==> src/rtl/hcvt_pkg.sv <==
package hcvt_pkg;
  localparam int H_EXP_W    = 5;
  localparam int H_FRAC_W   = 10;
  localparam int S_EXP_W    = 8;
  localparam int S_FRAC_W   = 23;
  localparam int H_W        = 1 + H_EXP_W + H_FRAC_W;
  localparam int S_W        = 1 + S_EXP_W + S_FRAC_W;
  localparam int H_BIAS     = (1 << (H_EXP_W - 1)) - 1;
  localparam int S_BIAS     = (1 << (S_EXP_W - 1)) - 1;
  localparam int BIAS_DELTA = S_BIAS - H_BIAS;
  localparam int FRAC_SHIFT = S_FRAC_W - H_FRAC_W;
  localparam int LZC_W      = $clog2(H_FRAC_W + 1);

  typedef enum logic [2:0] {
    CLS_ZERO,
    CLS_SUB,
    CLS_NORM,
    CLS_INF,
    CLS_QNAN,
    CLS_SNAN
  } hcls_e;

  typedef struct packed {
    logic                sign;
    logic [H_EXP_W-1:0]  exp;
    logic [H_FRAC_W-1:0] frac;
  } half_t;

  typedef struct packed {
    logic                sign;
    logic [S_EXP_W-1:0]  exp;
    logic [S_FRAC_W-1:0] frac;
  } single_t;
endpackage

==> src/rtl/hcvt_classify.sv <==
module hcvt_classify
  import hcvt_pkg::*;
(
  input  half_t h,
  input  logic  ieee,
  output hcls_e cls
);
  localparam logic [H_EXP_W-1:0] EXP_TOP = '1;

  logic frac_nz;
  assign frac_nz = |h.frac;

  always_comb begin
    if (h.exp == '0) begin
      cls = frac_nz ? CLS_SUB : CLS_ZERO;
    end else if (h.exp == EXP_TOP && ieee) begin
      if (!frac_nz)                cls = CLS_INF;
      else if (h.frac[H_FRAC_W-1]) cls = CLS_QNAN;
      else                         cls = CLS_SNAN;
    end else begin
      cls = CLS_NORM;
    end
  end
endmodule

==> src/rtl/hcvt_lzc.sv <==
module hcvt_lzc #(
  parameter int W  = 10,
  parameter int CW = $clog2(W + 1)
) (
  input  logic [W-1:0]  vec,
  output logic [CW-1:0] cnt
);
  logic hit;

  always_comb begin
    cnt = '0;
    hit = 1'b0;
    for (int i = W - 1; i >= 0; i--) begin
      if (!hit) begin
        if (vec[i]) hit = 1'b1;
        else        cnt = cnt + CW'(1);
      end
    end
  end
endmodule

==> src/rtl/hcvt_pack.sv <==
module hcvt_pack
  import hcvt_pkg::*;
(
  input  half_t            h,
  input  hcls_e            cls,
  input  logic             dn,
  input  logic [LZC_W-1:0] lz,
  output single_t          res,
  output logic             invalid
);
  localparam logic [S_EXP_W-1:0] SEXP_TOP = '1;

  logic [H_FRAC_W-1:0] sub_frac;
  logic [S_EXP_W-1:0]  sub_exp;
  logic [S_EXP_W-1:0]  norm_exp;
  logic [H_FRAC_W-1:0] nan_frac;

  // Shift out the leading one together with the zeros above it.
  assign sub_frac = h.frac << (lz + LZC_W'(1));
  assign sub_exp  = S_EXP_W'(BIAS_DELTA) - S_EXP_W'(lz);
  assign norm_exp = S_EXP_W'(h.exp) + S_EXP_W'(BIAS_DELTA);
  assign nan_frac = h.frac | {1'b1, {(H_FRAC_W-1){1'b0}}};

  always_comb begin
    res     = '0;
    invalid = 1'b0;
    unique case (cls)
      CLS_ZERO: res = '{sign: h.sign, exp: '0, frac: '0};
      CLS_SUB:  res = '{sign: h.sign, exp: sub_exp,
                        frac: {sub_frac, {FRAC_SHIFT{1'b0}}}};
      CLS_NORM: res = '{sign: h.sign, exp: norm_exp,
                        frac: {h.frac, {FRAC_SHIFT{1'b0}}}};
      CLS_INF:  res = '{sign: h.sign, exp: SEXP_TOP, frac: '0};
      CLS_QNAN, CLS_SNAN: begin
        invalid = (cls == CLS_SNAN);
        if (dn) res = '{sign: 1'b0, exp: SEXP_TOP,
                        frac: {1'b1, {(S_FRAC_W-1){1'b0}}}};
        else    res = '{sign: h.sign, exp: SEXP_TOP,
                        frac: {nan_frac, {FRAC_SHIFT{1'b0}}}};
      end
      default: res = '0;
    endcase
  end
endmodule

==> src/rtl/hcvt_h2s.sv <==
module hcvt_h2s
  import hcvt_pkg::*;
(
  input  logic           clk,
  input  logic           rst,
  input  logic [H_W-1:0] half_i,
  input  logic           ieee_i,
  input  logic           dn_i,
  output logic [S_W-1:0] single_o,
  output logic           invalid_o
);
  half_t            h;
  hcls_e            cls;
  logic [LZC_W-1:0] lz;
  single_t          res_d;
  logic             inv_d;

  assign h = half_t'(half_i);

  hcvt_classify u_cls (
    .h    (h),
    .ieee (ieee_i),
    .cls  (cls)
  );

  hcvt_lzc #(.W(H_FRAC_W), .CW(LZC_W)) u_lzc (
    .vec (h.frac),
    .cnt (lz)
  );

  hcvt_pack u_pack (
    .h       (h),
    .cls     (cls),
    .dn      (dn_i),
    .lz      (lz),
    .res     (res_d),
    .invalid (inv_d)
  );

  always_ff @(posedge clk) begin
    if (rst) begin
      single_o  <= '0;
      invalid_o <= 1'b0;
    end else begin
      single_o  <= S_W'(res_d);
      invalid_o <= inv_d;
    end
  end
endmodule

==> config.mk <==
export PLATFORM = sky130hd
export DESIGN_NAME = hcvt_h2s
export DESIGN_NICKNAME = d
export VERILOG_FILES = /design/src/rtl/hcvt_pkg.sv /design/src/rtl/hcvt_classify.sv /design/src/rtl/hcvt_lzc.sv /design/src/rtl/hcvt_pack.sv /design/src/rtl/hcvt_h2s.sv
export SDC_FILE = /design/constraint.sdc
export NUM_CORES = 1
export LEC_CHECK = 0
export BUFFER_PORTS_ARGS = -buffer_cell sky130_fd_sc_hd__buf_4
export CAP_MARGIN = 25
export CORE_ASPECT_RATIO = 0.7
export CORE_MARGIN = 5
export CORE_UTILIZATION = 35
export DETAILED_ROUTE_END_ITERATION = 12
export SLEW_MARGIN = 20
export SYNTH_ARGS = -nofsm -noshare
export SYNTH_HDL_FRONTEND = slang
export SYNTH_SLANG_ARGS = --single-unit
==> constraint.sdc <==
create_clock -name clk -period 9.7 [get_ports clk]
set_input_delay 0.97 -clock clk [delete_from_list [all_inputs] [get_ports clk]]
set_output_delay 0.97 -clock clk [all_outputs]
set_load 0.03 [all_outputs]
Word level (Yosys, flattened, before mapping)

Index checks and enable logic that the tools add are counted.

Input port bits: 20
Output and inout bits: 33
Flip-flop bits (word level): 33
Logic and storage cells: 71

Bitwise operators: 1
Reductions and logical operators: 6
Equal/unequal tests: 6
Mux-type cells: 43
Add/subtract/negate cells: 12
Shift operators: 1

Operators by type and width:

| cell                                                                  | count |
|---|---|
| 32-bit case mux with 5 select lines                                   | 1 |
| 4-bit two-way mux                                                     | 18 |
| 4-bit by 1-bit adder with 4-bit output, second input constant         | 9 |
| 32-bit two-way mux                                                    | 1 |
| 1-bit two-way mux                                                     | 20 |
| 10-bit OR reduction                                                   | 1 |
| 10-bit by 4-bit left shift with 10-bit output                         | 1 |
| 3-bit two-way mux                                                     | 3 |
| 5-bit by 7-bit adder with 8-bit output, second input constant         | 1 |
| 7-bit by 4-bit subtractor with 8-bit output, first input constant     | 1 |
| 3-bit by 2-bit equality test with 1-bit output, second input constant | 2 |
| 3-bit equality test, second input constant                            | 2 |
| 5-bit equality test, second input constant                            | 1 |
| 5-bit zero test                                                       | 1 |
| 2-bit OR reduction                                                    | 2 |
| 3-bit by 1-bit equality test with 1-bit output, second input constant | 1 |
| 3-bit zero test                                                       | 1 |
| 1-bit by 1-bit adder with 2-bit output, second input constant         | 1 |
| 1-bit logical AND                                                     | 1 |
| 1-bit inverter                                                        | 1 |

Depth between registers and ports, before layout

Gate-level depths: netlist of run 1.

Word-level depth: 31
Depth in mapped cells: 34
Mapped depth without buffers: 32

Hierarchy

From an unflattened synthesis of run 1, not the netlist that was laid out.

Cells, all modules: 274
Area total of the unflattened synthesis: 2255.9 µm²

Modules (own cells, without submodules):

| module        | cells an instance | seq. area each (µm²) | instances | area an instance (µm²) |
|---|---|---|---|---|
| hcvt_h2s      | 69                | 660.6                | 1         | 889.6 |
| hcvt_pack     | 120               | 0.0                  | 1         | 799.5 |
| hcvt_lzc      | 72                | 0.0                  | 1         | 485.5 |
| hcvt_classify | 13                | 0.0                  | 1         | 81.3 |

Worst setup path after synthesis of run 1

Ideal clock, no wire load.

Path kind: input port to flip-flop
Start: input half_i[9]
End: register single_o[19]
Buffers on the path: 3
Data arrival time: 7.408 ns
Data required time: 9.572 ns
Library setup time: 0.128 ns
Stages: 32
Setup slack: 2.165 ns
Path through: clkbuf_1 or2b_1 inv_1 ha_1 o21a_1 ha_1 mux2_2 o21a_1 ha_1 mux2_2 ha_1 nand2b_1 a31oi_1 ha_1 inv_1 o21ai_0 ha_1 a21boi_0 o21ai_0 ha_1 mux2i_1 o21a_1 o22ai_2 ha_1 mux2_2 ha_1 clkbuf_1 clkbuf_1 a222oi_1 mux2_1 a32oi_1 nor2_1

Cells in the longest elaborated chain, start to end: 31
Elaborated cells between the ends (all ways): 53
Those cells by class: add/sub (10); eq/ne (5); shift (1); mux (34); reduce/logical (3)

Ends and longest elaborated chain:

| element                                       | line                                | RTL |
|---|---|---|
| start: declaration                            | hcvt_h2s.sv:6                       | `input logic [H_W-1:0] half_i,` |
| 1-bit two-way mux                             | hcvt_classify.sv:18, hcvt_lzc.sv:15 |  |
| 1-bit by 1-bit adder with 2-bit output        | hcvt_lzc.sv:16                      | `else cnt = cnt + CW'(1);` |
| 4-bit two-way mux                             | hcvt_lzc.sv:15                      | `if (vec[i]) hit = 1'b1;` |
| 4-bit two-way mux                             | hcvt_lzc.sv:14                      | `if (!hit) begin` |
| 4-bit by 1-bit adder with 4-bit output        | hcvt_lzc.sv:16                      |  |
| 4-bit two-way mux                             | hcvt_lzc.sv:15                      |  |
| 4-bit two-way mux                             | hcvt_lzc.sv:14                      |  |
| 4-bit by 1-bit adder with 4-bit output        | hcvt_lzc.sv:16                      |  |
| [... 15 more ...]                             | n/a                                 |  |
| 4-bit two-way mux                             | hcvt_lzc.sv:15                      |  |
| 4-bit two-way mux                             | hcvt_lzc.sv:14                      |  |
| 4-bit by 1-bit adder with 4-bit output        | hcvt_lzc.sv:16                      |  |
| 4-bit two-way mux                             | hcvt_lzc.sv:15                      |  |
| 4-bit two-way mux                             | hcvt_lzc.sv:14                      |  |
| 4-bit by 1-bit adder with 4-bit output        | hcvt_pack.sv:19                     | `assign sub_frac = h.frac << (lz + LZC_W'(1));` |
| 10-bit by 4-bit left shift with 10-bit output | hcvt_pack.sv:19                     |  |
| 32-bit case mux with 5 select lines *         | hcvt_pack.sv:27                     | `unique case (cls)` |
| end signal: assignment                        | hcvt_h2s.sv:45                      | `single_o <= S_W'(res_d);` |
| end: declaration                              | hcvt_h2s.sv:9                       | `output logic [S_W-1:0] single_o,` |

Every way passes the cells marked *; elsewhere a longest branch is shown, timed or not.
A chain may end at the register's enable or synchronous reset.

Worst setup path after layout of run 1

Same ends and word-level chain as after synthesis.

==> metrics.cfg, run 1 <==
[logic_synthesis]
synth_top_area_share_pct=19.4
yosysWarnings=0
yosysMostFrequentCell=nor2_1
synthCells=262
synth_ff_type=dfxtp_1
syn-cell-area_um2=1970
synth_cell_type_count=56
synth_seq_area_share_pct=19.4
synthArstFlopShare_pct=0
avgSynthCellArea_um2=7.50
yosys.area.top_type=dfxtp_1
synth_common_cells=nor2_1 (28), a21oi_1 (19), dfxtp_1 (19)
synth_seq_cells=19
synth_area_leaders=dfxtp_1 (19%), ha_1 (6.4%), buf_4 (5.3%)
synth_edf_count=0

[worst_setup_path]
start_kind=primary input
path_depth=31
crit_slowest_cell=ha_1
worstPathRequired_ps=9890
crit_top_cell=ha_1
cp_data_arrival_time_ps=7960
cp_max_fo=19
critPathTopFamily=adder cells
crit_end=single_o[19]
slowest_delay_ps=650
crit_start=half_i[9]
worst-path-buf-inv=3
path_class=primary input to flip-flop
end_kind=flip-flop

[floorplanning]
coreArea_um2=5340
rows=22
initial_utilization_pct=36.8
die-area_um2=7240
die_h_um=72.7
ios=53
die-width_um=99.6

[finish]
multiInputGateArea_um2=1390
seq_area_um2=380
fin_cells=357
syn2layout_area_growth_pct=14.9
antennaDiodeCount=0
nNetsFinal=316
nFillCells=560
final_layout_size_suffix_gt1_share_pct=20.7

[global_route]
grt_pass1_wl_um=8100
grt.total_usage_pct=13.6
grt_max_degree=22
grt_pass1_vias=1675
grt_antenna_before_repair=0
overflow=0

[cts]
cts_buffers=3
cts_setup_buffers=0
cts_max_level=1
cts_tree=built
clock-root-buffer=clkbuf_8
cts_sinks=19
cts_resized=0
clk_pin_slew_ps=70
cts_buffer_depth=2
cts_hold_buf=0

[timing]
setup_ws_ps=1930
timing.fmax_ghz=0.129
final-max-slew-violation-count=0
finalHoldViolations=0
setup_viol=0
setup_tns_ps=0
rsz0062_at_grt=no
fin_crit_ps=7770
post-route-period-util_pct=80.1
worst_slew_pin_slew_ps=917
relSlewSlack_pct=38.6

[power_and_ir_drop]
power_leakage_uw=0.000997
p_int_uw=147
power.density_nw_per_um2=102
sw_frac_of_total_pct=35.8
ir_drop_v=0.0000494
power.switching_uw=82.4
clock_power_share_pct=22.8
seqPwrFrac_pct=36.4
combPwrFrac_pct=40.8

[placement]
dp_cells=352
place_ws_ps=1710
gp_congestion=0.845
dp_hpwl_um=3950
io_buffers=39

[detailed_routing]
wl_um=5000
dr.pass1.iters=4
vias=1888
drt-vias-per-instance=5.29
post-route-drc-count=0
ant_nets=0
wire_per_inst_um=14.0
drtIter0Drc=222

[run_status]
status=finished, final reports clean

[run]
max_cap_viol_count=0

[hold_path]
hold_class=primary input to flip-flop

-- metrics by stage --
step	cell area, um^2	total power, uW	hold slack [ps]	util, %
2_1_floorplan	2010	159	1060	-
3_3_place_gp	2200	178	1160	41.3
3_5_place_dp	2200	178	1160	41.3
4_1_cts	2250	232	886	42.2
5_1_grt	2260	245	895	42.3
6_report	2260	230	898	42.3
-- power groups by stage --
stage	registers (uW)	clock network, uW	logic [uW]
floorplan	94.4	0	64.1
global placement	85.5	0	92.4
detailed placement	85.4	0	92.9
CTS	83.7	55.3	93.3
global route	84.0	58.3	103
finish	83.6	52.5	93.7
-- state kept, by name, indices dropped and copies added, names as in the netlist --
signal,count
single_o,18
invalid_o,1
-- per-layer routing --
metal	share of wire (%)	track usage [%]
met2	39	19.7
met4	0.56	1.82
met1	52	20.8
met3	8.2	3.15
met5	0	0
-- worst min-delay path by stage --
| stage | from | to | slack, ps | cells past startpoint |
|---|---|---|---|---|
| final | dn_i | single_o[31] | 900 | 2 |
| after global routing | dn_i | single_o[31] | 900 | 2 |
| after CTS | dn_i | single_o[31] | 890 | 2 |
| after detailed placement | dn_i | single_o[31] | 1160 | 2 |
| after global placement | dn_i | single_o[31] | 1160 | 2 |
| after floorplan | dn_i | single_o[31] | 1060 | 1 |
-- kinds of logic after synthesis --
group | count (synthesis) | synth area share, %
and+or+nand+nor | 90 | 23.4
AOI/OAI and AO/OA | 65 | 22.5
buffers and inverters | 47 | 12.3
DFF | 19 | 19.4
muxes | 17 | 9.48
xor gates and xnor gates | 13 | 6.49
adders and majority gates | 10 | 6.37
other | 1 | 0.191
-- final cells by class --
| class | count | area share [%] |
|---|---|---|
| Clock inverter | 1 | 0.222 |
| Inverter | 14 | 2.33 |
| Timing Repair Buffer | 40 | 13.3 |
| Clock buffer | 3 | 1.83 |
| Tap cell | 72 | 3.99 |
| Multi-Input combinational cell | 208 | 61.5 |
| Sequential cell | 19 | 16.8 |
-- placed cells by master, fill, tap and decap left out, types with 2 or more instances in the layout --
cell type and n:
buf_4 40, nor2_1 28, a21oi_1 19, dfxtp_1 19, nand2_1 16, inv_1 14
conb_1 13, ha_1 10, o21ai_0 8, mux2_2 8, xnor2_1 8, nor3_1 7
mux2i_1 7, nand3_1 7, nor2b_1 7, a32oi_1 6, o21a_1 4, nand3b_1 4
o21ai_1 4, nand2b_1 4, xor2_1 4, a21boi_0 3, o211ai_1 3, nand4_1 3
clkbuf_8 3, o31a_1 2, or4_1 2, o311ai_0 2, or2_2 2, a31oi_1 2
nor4_1 2
Power figures use the tool's default switching activity.
==> inputs of run 2 (changes only) <==
--- a/config.mk
+++ b/config.mk
@@ -5,6 +5,7 @@
 export SDC_FILE = /design/constraint.sdc
 export NUM_CORES = 1
 export LEC_CHECK = 0
+export ABC_AREA = 1
 export BUFFER_PORTS_ARGS = -buffer_cell sky130_fd_sc_hd__buf_4
 export CAP_MARGIN = 25
 export CORE_ASPECT_RATIO = 0.7
==> constraint.sdc (replaced) <==
create_clock -name clk -period 7.05 [get_ports clk]
set_input_delay 0.705 -clock clk [delete_from_list [all_inputs] [get_ports clk]]
set_output_delay 0.705 -clock clk [all_outputs]
set_load 0.03 [all_outputs]
==> metrics.cfg, run 2 <==
[timing]
post-route-period-util_pct=93.0
relSlewSlack_pct=62.3  ; +24 points
rsz0062_at_grt=no
final-max-slew-violation-count=0  ; unchanged
fin_crit_ps=6560
finalHoldViolations=0  ; unchanged
timing.fmax_ghz=0.153
worst_slew_pin_slew_ps=561  ; -356 ps
setup_viol=0  ; unchanged
setup_tns_ps=0  ; unchanged

[hold_path]
hold_start=half_i[15]
hold_class=primary input to flip-flop
worstHoldEndpoint=single_o[31]
hold-path-cell-count=3  ; +1

[finish]
top_register=single_o
design_area_um2=2270  ; +0.66%
utilization_pct=43.0  ; +0.72 points
layout_common_cells=nand2_1 (65), inv_1 (41), buf_4 (39)
reg.largest.list=single_o (18), invalid_o (1)
antennaDiodeCount=0  ; unchanged
nNetsFinal=370  ; +17%
multiInputGateArea_um2=1270  ; -8.5%
final_layout_size_suffix_gt1_share_pct=23.0  ; +2.3 points
seq_area_um2=380  ; unchanged
largest_reg_flops=18  ; unchanged
final_common_cell=nand2_1
syn2layout_area_growth_pct=18.4
nFillCells=591  ; +5.5%

[logic_synthesis]
synth_area_leaders=dfxtp_1 (20%), nand2_1 (13%), inv_1 (8.0%)
avgSynthCellArea_um2=6.36  ; -15%
synth_cell_type_count=41  ; -27%
synthArstFlopShare_pct=0  ; unchanged
synth_top_area_share_pct=19.8  ; +0.45 points
syn-cell-area_um2=1920  ; -2.3%
synth_edf_count=0  ; unchanged
yosys.area.top_type=dfxtp_1
synth_seq_area_share_pct=19.8  ; +0.45 points
yosysMostFrequentCell=nand2_1
synth_seq_cells=19  ; unchanged
yosysWarnings=0  ; unchanged
synthCells=302  ; +15%
synth_common_cells=nand2_1 (65), inv_1 (41), nand3_1 (23), nor2_1 (23), dfxtp_1 (19)
synth_ff_type=dfxtp_1

[cts]
clock-root-buffer=clkbuf_8
cts_setup_buffers=0  ; unchanged
cts_resized=0  ; unchanged
cts_buffer_depth=2  ; unchanged
cts_hold_buf=0  ; unchanged
cts_max_level=1  ; unchanged
cts_sinks=19  ; unchanged
cts_buffers=3  ; unchanged
cts_tree=built
clk_pin_slew_ps=70  ; about the same

[power_and_ir_drop]
power.switching_uw=116  ; +41%
power_leakage_uw=0.00119  ; +20%
combPwrFrac_pct=39.1  ; -1.7 points
power.density_nw_per_um2=137  ; +34%
clock_power_share_pct=23.8  ; +1.0 points
p_int_uw=194  ; +32%
sw_frac_of_total_pct=37.5  ; +1.6 points
ir_drop_v=0.0000585  ; +18%
seqPwrFrac_pct=37.1  ; +0.7 points

[global_route]
grt_pass1_vias=1721  ; +2.7%
overflow=0  ; unchanged
grt_pass1_wl_um=7710  ; -4.8%
grt_antenna_before_repair=0  ; unchanged
grt_max_degree=18  ; -18%
grt.total_usage_pct=12.9  ; -0.74 points

[detailed_routing]
drt-vias-per-instance=4.58  ; -13%
dr.pass1.iters=4  ; unchanged
ant_nets=0  ; unchanged
wl_um=4600  ; -7.9%
drtIter0Drc=71  ; -68%
wire_per_inst_um=11.2  ; -20%
post-route-drc-count=0  ; unchanged
vias=1882  ; -0.32%

[worst_setup_path]
worstPathRequired_ps=7200  ; -2690 ps
crit_top_cell=nand2_1
worst-path-buf-inv=5  ; +2
start_kind=primary input
path_class=primary input to flip-flop
crit_slowest_cell=ha_2
cp_max_fo=11  ; -8
end_kind=flip-flop
slowest_delay_ps=440  ; -210 ps
critPathTopFamily=adder cells
cp_data_arrival_time_ps=6710  ; -1250 ps

[floorplanning]
ios=53  ; unchanged
die-width_um=98.5  ; -1.0%
die_h_um=72.0  ; -1.0%
die-area_um2=7090  ; -2.0%
rows=22  ; unchanged
initial_utilization_pct=36.3  ; -0.47 points
coreArea_um2=5290  ; -1.0%

[run]
max_cap_viol_count=0  ; unchanged

[placement]
gp_congestion=0.866  ; +2.6%
dp_hpwl_um=3950  ; about the same
placed_area_um2=2220  ; +0.74%
io_buffers=39  ; unchanged

[run_status]
status=finished, final reports clean

-- run 2: worst min-delay path: stages --
cell and delay (ps):
buf_4 80, nand3_1 60, inv_1 50
-- run 2: logic make-up (layout without fill, tap and decap cells) --
| group | count (synthesis) | in the layout | synth area share, % |
|---|---|---|---|
| buf+inv | 68 | 93 | 16.5 |
| xor+xnor | 2 | 2 | 0.912 |
| compound gates | 53 | 53 | 16.4 |
| fa+ha+maj | 10 | 10 | 6.51 |
| flops | 19 | 19 | 19.8 |
| other cells | 1 | 13 | 0.195 |
| mux | 1 | 1 | 0.521 |
| simple gates | 148 | 148 | 39.2 |
-- run 2: how the worst max path moves through the flow --
stage	start	end	cells past startpoint
after floorplan	half_i[9]	single_o[22]	37
after global placement	half_i[9]	single_o[22]	37
after detailed placement	half_i[9]	single_o[22]	37
after CTS	half_i[9]	single_o[22]	37
after global routing	half_i[9]	single_o[22]	38
final	half_i[9]	single_o[22]	37
-- run 2: power by group through the flow --
stage,Sequential [uW],Combinational (uW),Clock [uW]
6_report,115,122,73.9
5_1_grt,116,136,80.0
4_1_cts,115,120,77.3
3_5_place_dp,118,120,0
3_3_place_gp,117,119,0
2_1_floorplan,130,77.7,0
-- run 2: metrics by stage --
stage / power (uW) / hold WS (ps) / setup WS (ps) / instances
after floorplan: 208 / 784 / 1060 / 314
after global placement: 237 / 932 / 213 / 407
after detailed placement: 237 / 925 / 145 / 407
after CTS: 312 / 652 / 423 / 411
after global routing: 331 / 677 / 36.1 / 411
final: 311 / 658 / 493 / 411
-- run 2: final cells by class --
type	count	area share (%)
clock inverters	1	0.220
multi-input cells	227	55.9
flip-flops and latches	19	16.7
clock buffers	3	1.82
well taps	72	3.96
inverters	50	8.48
repair buffers	39	12.9
-- run 2: layer usage --
metal	part of all wire (%)	track usage (%)	wire, um
met1	54	19.7	2500
met2	38	18.9	1760
met3	6.6	1.83	306
met4	0.87	3.18	40
met5	0	0	0
